==> src/rtl/fiq_comb_pkg.sv <==
package fiq_comb_pkg;
  localparam int NUM_TMR   = 4;
  localparam int TMR_CTL_W = 3;
  localparam int CTL_EN    = 0;
  localparam int CTL_MASK  = 1;
  localparam int CTL_STAT  = 2;

  localparam int SRC_IPI   = 0;
  localparam int SRC_TMR0  = 1;
  localparam int SRC_CPMC  = SRC_TMR0 + NUM_TMR;
  localparam int SRC_UPMC  = SRC_CPMC + 1;
  localparam int NUM_SRC   = SRC_UPMC + 1;

  // timer slot order inside tmr_ctl
  localparam int TMR_HOST_PHYS  = 0;
  localparam int TMR_HOST_VIRT  = 1;
  localparam int TMR_GUEST_PHYS = 2;
  localparam int TMR_GUEST_VIRT = 3;

  // guest enable register bits
  localparam int GEN_VIRT = 0;
  localparam int GEN_PHYS = 1;

  localparam logic [1:0] ADDR_IPI   = 2'd0;
  localparam logic [1:0] ADDR_GUEST = 2'd1;
  localparam logic [1:0] ADDR_UNC   = 2'd2;

  typedef enum logic [2:0] {
    UMODE_OFF  = 3'd0,
    UMODE_MAIN = 3'd2,
    UMODE_HALT = 3'd3,
    UMODE_FIQ  = 3'd4
  } umode_e;
endpackage

==> src/rtl/fiq_timer_qual.sv <==
module fiq_timer_qual
  import fiq_comb_pkg::*;
(
  input  logic [TMR_CTL_W-1:0] ctl,
  input  logic                 gate,
  output logic                 fire
);
  logic pattern_ok;

  always_comb begin
    pattern_ok = ctl[CTL_EN] & ctl[CTL_STAT] & ~ctl[CTL_MASK];
    fire       = pattern_ok & gate;
  end
endmodule

==> src/rtl/fiq_ctrl_regs.sv <==
module fiq_ctrl_regs
  import fiq_comb_pkg::*;
#(
  parameter int DATA_W = 32
) (
  input  logic              clk,
  input  logic              rst_n,
  input  logic              ipi_arrive,
  input  logic              wr_en,
  input  logic [1:0]        wr_addr,
  input  logic [DATA_W-1:0] wr_data,
  output logic              ipi_pending,
  output logic [1:0]        guest_en,
  output logic [DATA_W-1:0] unc_ctl
);
  logic ipi_clr;
  logic gen_we;
  logic unc_we;

  always_comb begin
    ipi_clr = wr_en && (wr_addr == ADDR_IPI) && wr_data[0];
    gen_we  = wr_en && (wr_addr == ADDR_GUEST);
    unc_we  = wr_en && (wr_addr == ADDR_UNC);
  end

  // arrival has precedence over a same-cycle clear
  always_ff @(posedge clk or negedge rst_n) begin
    if (!rst_n)          ipi_pending <= 1'b0;
    else if (ipi_arrive) ipi_pending <= 1'b1;
    else if (ipi_clr)    ipi_pending <= 1'b0;
  end

  always_ff @(posedge clk or negedge rst_n) begin
    if (!rst_n)      guest_en <= '0;
    else if (gen_we) guest_en <= wr_data[1:0];
  end

  always_ff @(posedge clk or negedge rst_n) begin
    if (!rst_n)      unc_ctl <= '0;
    else if (unc_we) unc_ctl <= wr_data;
  end
endmodule

==> src/rtl/fiq_uncore_qual.sv <==
module fiq_uncore_qual
  import fiq_comb_pkg::*;
#(
  parameter int DATA_W   = 32,
  parameter int MODE_LSB = 16,
  parameter int MODE_W   = 3
) (
  input  logic [DATA_W-1:0] ctl_word,
  input  logic              active,
  output logic              fire
);
  logic [MODE_W-1:0] mode;

  always_comb begin
    mode = ctl_word[MODE_LSB +: MODE_W];
    fire = active && (mode == MODE_W'(UMODE_FIQ));
  end
endmodule

==> src/rtl/fiq_source_combiner.sv <==
module fiq_source_combiner
  import fiq_comb_pkg::*;
#(
  parameter int DATA_W   = 32,
  parameter int MODE_LSB = 16,
  parameter int MODE_W   = 3,
  localparam int TMR_W   = NUM_TMR * TMR_CTL_W
) (
  input  logic              clk,
  input  logic              rst_n,
  input  logic              hyp_mode,
  input  logic              ipi_arrive,
  input  logic              wr_en,
  input  logic [1:0]        wr_addr,
  input  logic [DATA_W-1:0] wr_data,
  input  logic [TMR_W-1:0]  tmr_ctl,
  input  logic              core_pmc_act,
  input  logic              uncore_act,
  output logic              fiq_req,
  output logic [NUM_SRC-1:0] src_status,
  output logic              ipi_pending,
  output logic [1:0]        guest_tmr_en,
  output logic [DATA_W-1:0] uncore_ctl
);
  logic [NUM_TMR-1:0] tmr_gate;
  logic [NUM_TMR-1:0] tmr_fire;
  logic               unc_fire;
  logic [NUM_SRC-1:0] status_nxt;

  fiq_ctrl_regs #(.DATA_W(DATA_W)) u_regs (
    .clk         (clk),
    .rst_n       (rst_n),
    .ipi_arrive  (ipi_arrive),
    .wr_en       (wr_en),
    .wr_addr     (wr_addr),
    .wr_data     (wr_data),
    .ipi_pending (ipi_pending),
    .guest_en    (guest_tmr_en),
    .unc_ctl     (uncore_ctl)
  );

  for (genvar t = 0; t < NUM_TMR; t++) begin : g_tmr
    if (t == TMR_GUEST_PHYS) begin : g_gphys
      assign tmr_gate[t] = hyp_mode & guest_tmr_en[GEN_PHYS];
    end else if (t == TMR_GUEST_VIRT) begin : g_gvirt
      assign tmr_gate[t] = hyp_mode & guest_tmr_en[GEN_VIRT];
    end else begin : g_host
      assign tmr_gate[t] = 1'b1;
    end
    fiq_timer_qual u_tq (
      .ctl  (tmr_ctl[t*TMR_CTL_W +: TMR_CTL_W]),
      .gate (tmr_gate[t]),
      .fire (tmr_fire[t])
    );
  end

  fiq_uncore_qual #(
    .DATA_W   (DATA_W),
    .MODE_LSB (MODE_LSB),
    .MODE_W   (MODE_W)
  ) u_unc (
    .ctl_word (uncore_ctl),
    .active   (uncore_act),
    .fire     (unc_fire)
  );

  always_comb begin
    status_nxt                           = '0;
    status_nxt[SRC_IPI]                  = ipi_pending;
    status_nxt[SRC_TMR0 +: NUM_TMR]      = tmr_fire;
    status_nxt[SRC_CPMC]                 = core_pmc_act;
    status_nxt[SRC_UPMC]                 = unc_fire;
  end

  always_ff @(posedge clk or negedge rst_n) begin
    if (!rst_n) begin
      src_status <= '0;
      fiq_req    <= 1'b0;
    end else begin
      src_status <= status_nxt;
      fiq_req    <= |status_nxt;
    end
  end
endmodule

==> config.mk <==
export PLATFORM = sky130hd
export DESIGN_NAME = fiq_source_combiner
export DESIGN_NICKNAME = d
export VERILOG_FILES = /design/src/rtl/fiq_comb_pkg.sv /design/src/rtl/fiq_timer_qual.sv /design/src/rtl/fiq_ctrl_regs.sv /design/src/rtl/fiq_uncore_qual.sv /design/src/rtl/fiq_source_combiner.sv
export SDC_FILE = /design/constraint.sdc
export NUM_CORES = 1
export LEC_CHECK = 0
export BUFFER_PORTS_ARGS = -buffer_cell sky130_fd_sc_hd__buf_4
export CORE_AREA = 2 2 63 71
export DETAILED_ROUTE_END_ITERATION = 10
export DIE_AREA = 0 0 65 73
export PLACE_DENSITY_LB_ADDON = 0.2
export SYNTH_ARGS = -nofsm -noshare
export SYNTH_HDL_FRONTEND = slang
export SYNTH_HIERARCHICAL = 1
export SYNTH_SLANG_ARGS = --single-unit
==> constraint.sdc <==
create_clock -name clk -period 1.4 [get_ports clk]
set_input_delay 0.42 -clock clk [delete_from_list [all_inputs] [get_ports clk]]
set_output_delay 0.42 -clock clk [all_outputs]
set_load 0.05 [all_outputs]
* After elaboration in Yosys (flattened, before gate mapping)
Index checks and enable logic that the tools add are counted.
** Storage, ports and cells
- Bits in registers :: 43
** Cells by class
- Equal/unequal tests :: 3
- Muxes and demuxes :: 2
- Bitwise operators :: 16
- Reductions and logical operators :: 8
** Operators with widths (count)
- AND 1 bit :: 12
- OR reduction 7 bit :: 1
- logical AND 1 bit :: 5
- inverter 1 bit :: 4
- equality test 3 bit (second input constant) :: 1
- equality test 2 x 1 -> 1 bit (second input constant) :: 1
- equality test 2 bit (second input constant) :: 1
- logical NOT 2 bit :: 1
- 2-to-1 mux 1 bit :: 2
- nonzero test 2 bit :: 1

* Longest topological paths before layout
- Word-level depth :: 5
- Mapped depth :: 4
- Gate-level depth less buffers :: 4

* Modules after synthesis
Netlist, hierarchy kept.
** By module, submodules not included
- fiq_ctrl_regs :: times used 1, cells each 76, area an instance 1451.4 µm²
- fiq_source_combiner :: times used 1, cells each 14, area an instance 231.5 µm²
- fiq_timer_qual :: times used 4, cells each 1, area an instance 10.0 µm²
- fiq_uncore_qual :: times used 1, cells each 1, area an instance 12.5 µm²

* Worst setup path before layout
Ideal clock, no wire load.
- Path kind :: flip-flop to flip-flop
- Start point :: register u_regs.guest_en[1]
- End point :: register fiq_req
- Setup time :: 129 ps
- Data arrival time :: 1224 ps
- Path slack :: 47 ps
- Cell stages (with the launch flop) :: 5
- Path buffers :: 0
- Cells stage by stage :: dfrtp_1 and2_1 and4b_1 nor4_1 nand2_1
** Between the ends
- Longest elaborated chain between the ends :: 3
** Ends and longest elaborated chain
- start: declaration :: RTL line fiq_ctrl_regs.sv:13 : output logic [1:0] guest_en,
- start signal: assignment :: RTL line fiq_ctrl_regs.sv:35 : else if (gen_we) guest_en <= wr_data[1:0];
- AND 1 bit :: RTL line fiq_source_combiner.sv:44 : assign tmr_gate[t] = hyp_mode & guest_tmr_en[GEN_PHYS];
- net tmr_gate[2] :: RTL line fiq_source_combiner.sv:25 : logic [NUM_TMR-1:0] tmr_gate;
- AND 1 bit :: RTL line fiq_timer_qual.sv:12 : fire = pattern_ok & gate;
- net status_nxt[3] :: RTL line fiq_source_combiner.sv:28 : logic [NUM_SRC-1:0] status_nxt;
- OR reduction 7 bit :: RTL line fiq_source_combiner.sv:81 : fiq_req <= |status_nxt;
- end signal: assignment :: RTL line fiq_source_combiner.sv:81
- end: declaration :: RTL line fiq_source_combiner.sv:19 : output logic fiq_req,
The timed path passes the listed nets, and every way through them passes these cells.
A chain may end at the register's enable or synchronous reset.

* Final worst setup path
- Start point :: register u_regs.ipi_pending
- End point :: output port ipi_pending
** RTL lines
- start: declaration :: RTL line fiq_ctrl_regs.sv:12 : output logic ipi_pending,
- start signal: assignment :: RTL line fiq_ctrl_regs.sv:28 : if (!rst_n) ipi_pending <= 1'b0;
- start signal: assignment :: RTL line fiq_ctrl_regs.sv:29 : else if (ipi_arrive) ipi_pending <= 1'b1;
- start signal: assignment :: RTL line fiq_ctrl_regs.sv:30 : else if (ipi_clr) ipi_pending <= 1'b0;
- end: declaration :: RTL line fiq_source_combiner.sv:21 : output logic ipi_pending,
No word-level cell between the ends.

==> impl_table.tex <==
\begin{tabular}{lr}
\hline
Metric & Value \\
\hline
\multicolumn{2}{l}{\textbf{Outcome}} \\
Outcome & finished, final reports clean \\
\multicolumn{2}{l}{\textbf{Power}} \\
Maximum resistive drop on vdd & 0.849 mV \\
Power per cell area & 1540 nW/um\^{}2 \\
Leakage power summed over all cells & 0.00141 uW \\
\multicolumn{2}{l}{\textbf{Route}} \\
Iter 0 DRT Violations & 47 \\
Wire per inst & 15.3 um \\
Average vias per placed instance & 4.59 \\
Number of design rule violations left after detail routing & 0 \\
Vias after detailed routing & 1156 \\
Number of nets with antenna violations after detailed routing & 0 \\
Initial DRT Pass Iterations & 4 \\
DRT Wirelength & 3.85 mm \\
\multicolumn{2}{l}{\textbf{STA}} \\
Fmax & 753 MHz \\
Least setup slack across all paths after layout & 72.7 ps \\
Setup-failing EPs final & 0 \\
Skew final & 1.37 ps \\
Tmin final & 1330 ps \\
Share of the cycle needed by the critical path after routing & 0.948 \\
Headroom to the max-slew limit & 0.643 \\
Number of failing hold endpoints at the final stage & 0 \\
Worst slew pin tran & 535 ps \\
Count of pins over their slew limit & 0 \\
Final-layout setup total negative slack & 0 ps \\
Setup repair after global routing missed its margin & false \\
\multicolumn{2}{l}{\textbf{Global route}} \\
Grt ovf & 0 \\
First-pass GRT wire length & 6.19 mm \\
GRT Util Overall & 0.176 \\
Initial antenna violation count & 0 \\
Global Route met2 Usage & 0.312 \\
Number of global-route vias before repair & 1281 \\
GR Util met3 & 0.0448 \\
Most used routing layer & met2 \\
Maximum number of pins on one net before global-route repair & 44 \\
Met1 track demand over resource in global routing & 0.204 \\
\multicolumn{2}{l}{\textbf{Critical path}} \\
WP data required & 980 ps \\
Critical Path Max Stage Delay & 410 ps \\
CP Max Fanout & 4 \\
Slack of the worst reg-to-reg path & 210 ps \\
Cell at the slowest stage of the critical path & sky130\_fd\_sc\_hd\_\_dfrtp\_1 \\
Critical path buffer and inverter count & 1 \\
Critical-path cell list & buf\_4 \\
Launching element type of the critical path & flip-flop \\
Type of destination of the critical path & primary output \\
Worst path arrival time & 910 ps \\
Cell family with the largest share of critical-path delay & flip-flops \\
Crit Path Category & reg -> out \\
\multicolumn{2}{l}{\textbf{Placed design}} \\
HPWL after detailed placement & 2.92 mm \\
RD Place Congestion & 0.676 \\
Port Buffers & 95 \\
Cell count after placement & 244 \\
Worst Setup Slack post-DPL & 40.6 ps \\
\multicolumn{2}{l}{\textbf{Die}} \\
Core region area & 4100 sq um \\
Die Wd & 65 um \\
I/O pin count & 96 \\
Number of rows in the core area & 25 \\
Initial cell density of the core & 0.424 \\
Floorplan die height & 73 um \\
Die area & 4750 sq um \\
\multicolumn{2}{l}{\textbf{CTS}} \\
Cts bufs inserted & 5 \\
Cell chosen for the clock root & sky130\_fd\_sc\_hd\_\_clkbuf\_8 \\
Count of instances resized after the clock tree is built & 0 \\
Largest buffer count on any clock path & 2 \\
Maximum level of the CTS H-tree & 2 \\
Number of sinks handled by clock tree synthesis & 43 \\
Clk Latency, worst-skew pair & 290 ps \\
Clock slew seen by the registers of the worst setup and hold paths & 80 ps \\
Setup bufs post-CTS & 0 \\
Number of hold buffers added after cts & 0 \\
TritonCTS clock tree & done \\
\multicolumn{2}{l}{\textbf{Logic synthesis}} \\
Number of library cell types mapped by synthesis & 15 \\
Cell Area, Synth & 1740 sq um \\
Total of flip-flops plus latches after synthesis & 43 \\
Seq/Total Area, Yosys & 0.620 \\
Count of yosys warnings during synthesis & 6 \\
Syn Inst Count & 95 \\
Avg Inst Size Synth & 18.3 sq um \\
\multicolumn{2}{l}{\textbf{Min path}} \\
Worst Hold Class & in -> async \\
\multicolumn{2}{l}{\textbf{Finish}} \\
Final nets & 250 \\
Antenna Diode Count & 0 \\
Layout Area Growth over Synthesis & 52.3\% \\
Count of filler cells inserted in the layout & 329 \\
Proportion of layout cells with a drive suffix above 1 & 0.712 \\
Post-layout instance count excluding filler cells & 252 \\
\multicolumn{2}{l}{\textbf{Run}} \\
Max-cap viol count & 0 \\
\hline
\end{tabular}
## cells by family after synthesis
group	Yosys count	share of synthesized area
buffers and inverters	3	0.0195
AO/OA/AOI/OAI	1	0.00433
other	1	0.00216
AND/OR/NAND/NOR	13	0.0685
flip-flops	43	0.620
multiplexers	34	0.286
## synth_stat cells, drive strengths merged
cell / n / area [sq um]
a21o: 1 / 7.51
buf: 3 / 33.8
nor3: 1 / 5.00
mux2: 34 / 495
nand3b: 2 / 27.5
and2: 2 / 12.5
nand4bb: 1 / 11.3
nand2: 1 / 3.75
and4b: 4 / 40.0
and4bb: 1 / 12.5
nor4: 1 / 6.26
dfrtp: 43 / 1080
conb: 1 / 3.75
## routing by layer
layer / share of wire / up-vias
met3: 0.069 / 5
met5: 0 / -
met2: 0.53 / 55
li1: - / 537
met4: 0.011 / 0
met1: 0.39 / 559
## per-stage QoR
stage	utilization	hold slack, ps	instance area, sq um	total power, uW
2_1_floorplan	-	124	1740	2570
3_3_place_gp	0.616	413	2530	3070
3_5_place_dp	0.616	422	2530	3110
4_1_cts	0.645	122	2640	4100
5_1_grt	0.645	144	2640	4240
6_report	0.645	108	2640	4060
## sequential cells by signal, summed over array words and instances (netlist names)
register / flops
u_regs/ipi_pending: 1
u_regs/guest_en: 2
src_status: 7
u_regs/unc_ctl: 32
fiq_req: 1
## final timing paths
path / from / end / cells after the start
worst max register to register: u_regs/guest_en[1] / fiq_req / 4
max in group asynchronous: rst_n / u_regs/unc_ctl[25] / 1
worst min register to register: u_regs/ipi_pending / src_status[0] / 0
worst min-delay path: rst_n / u_regs/unc_ctl[4] / 1
worst max-delay path: u_regs/ipi_pending / ipi_pending / 1
min in group clk: core_pmc_act / src_status[5] / 1
## final cells by class
class / count / area, sq um / share of cell area
Multi-Input combinational cell: 50 / 629 / 0.238
Sequential cell: 43 / 1080 / 0.407
Timing Repair Buffer: 97 / 753 / 0.285
Clock buffer: 6 / 82.6 / 0.0312
Tap cell: 54 / 67.6 / 0.0256
Clock inverter: 2 / 35.0 / 0.0133
## report_power, final
group          total, uW  switching (uW)  internal, uW
sequential          1560             121          1440
combinational       1520             916           602
clock                986             409           577
total               4060            1450          2620
## layout by cell type (no fill, tap or decap), drive strengths merged
cell type  instances
and2               2
mux2              34
clkbuf             6
nand3b             2
nor4               1
bufinv             1
and4b              4
nand2              1
dfrtp             43
conb               2
buf               97
a21o               1
clkinv             1
nor3               1
and4bb             1
nand4bb            1
(Power assumes the default switching activity.)
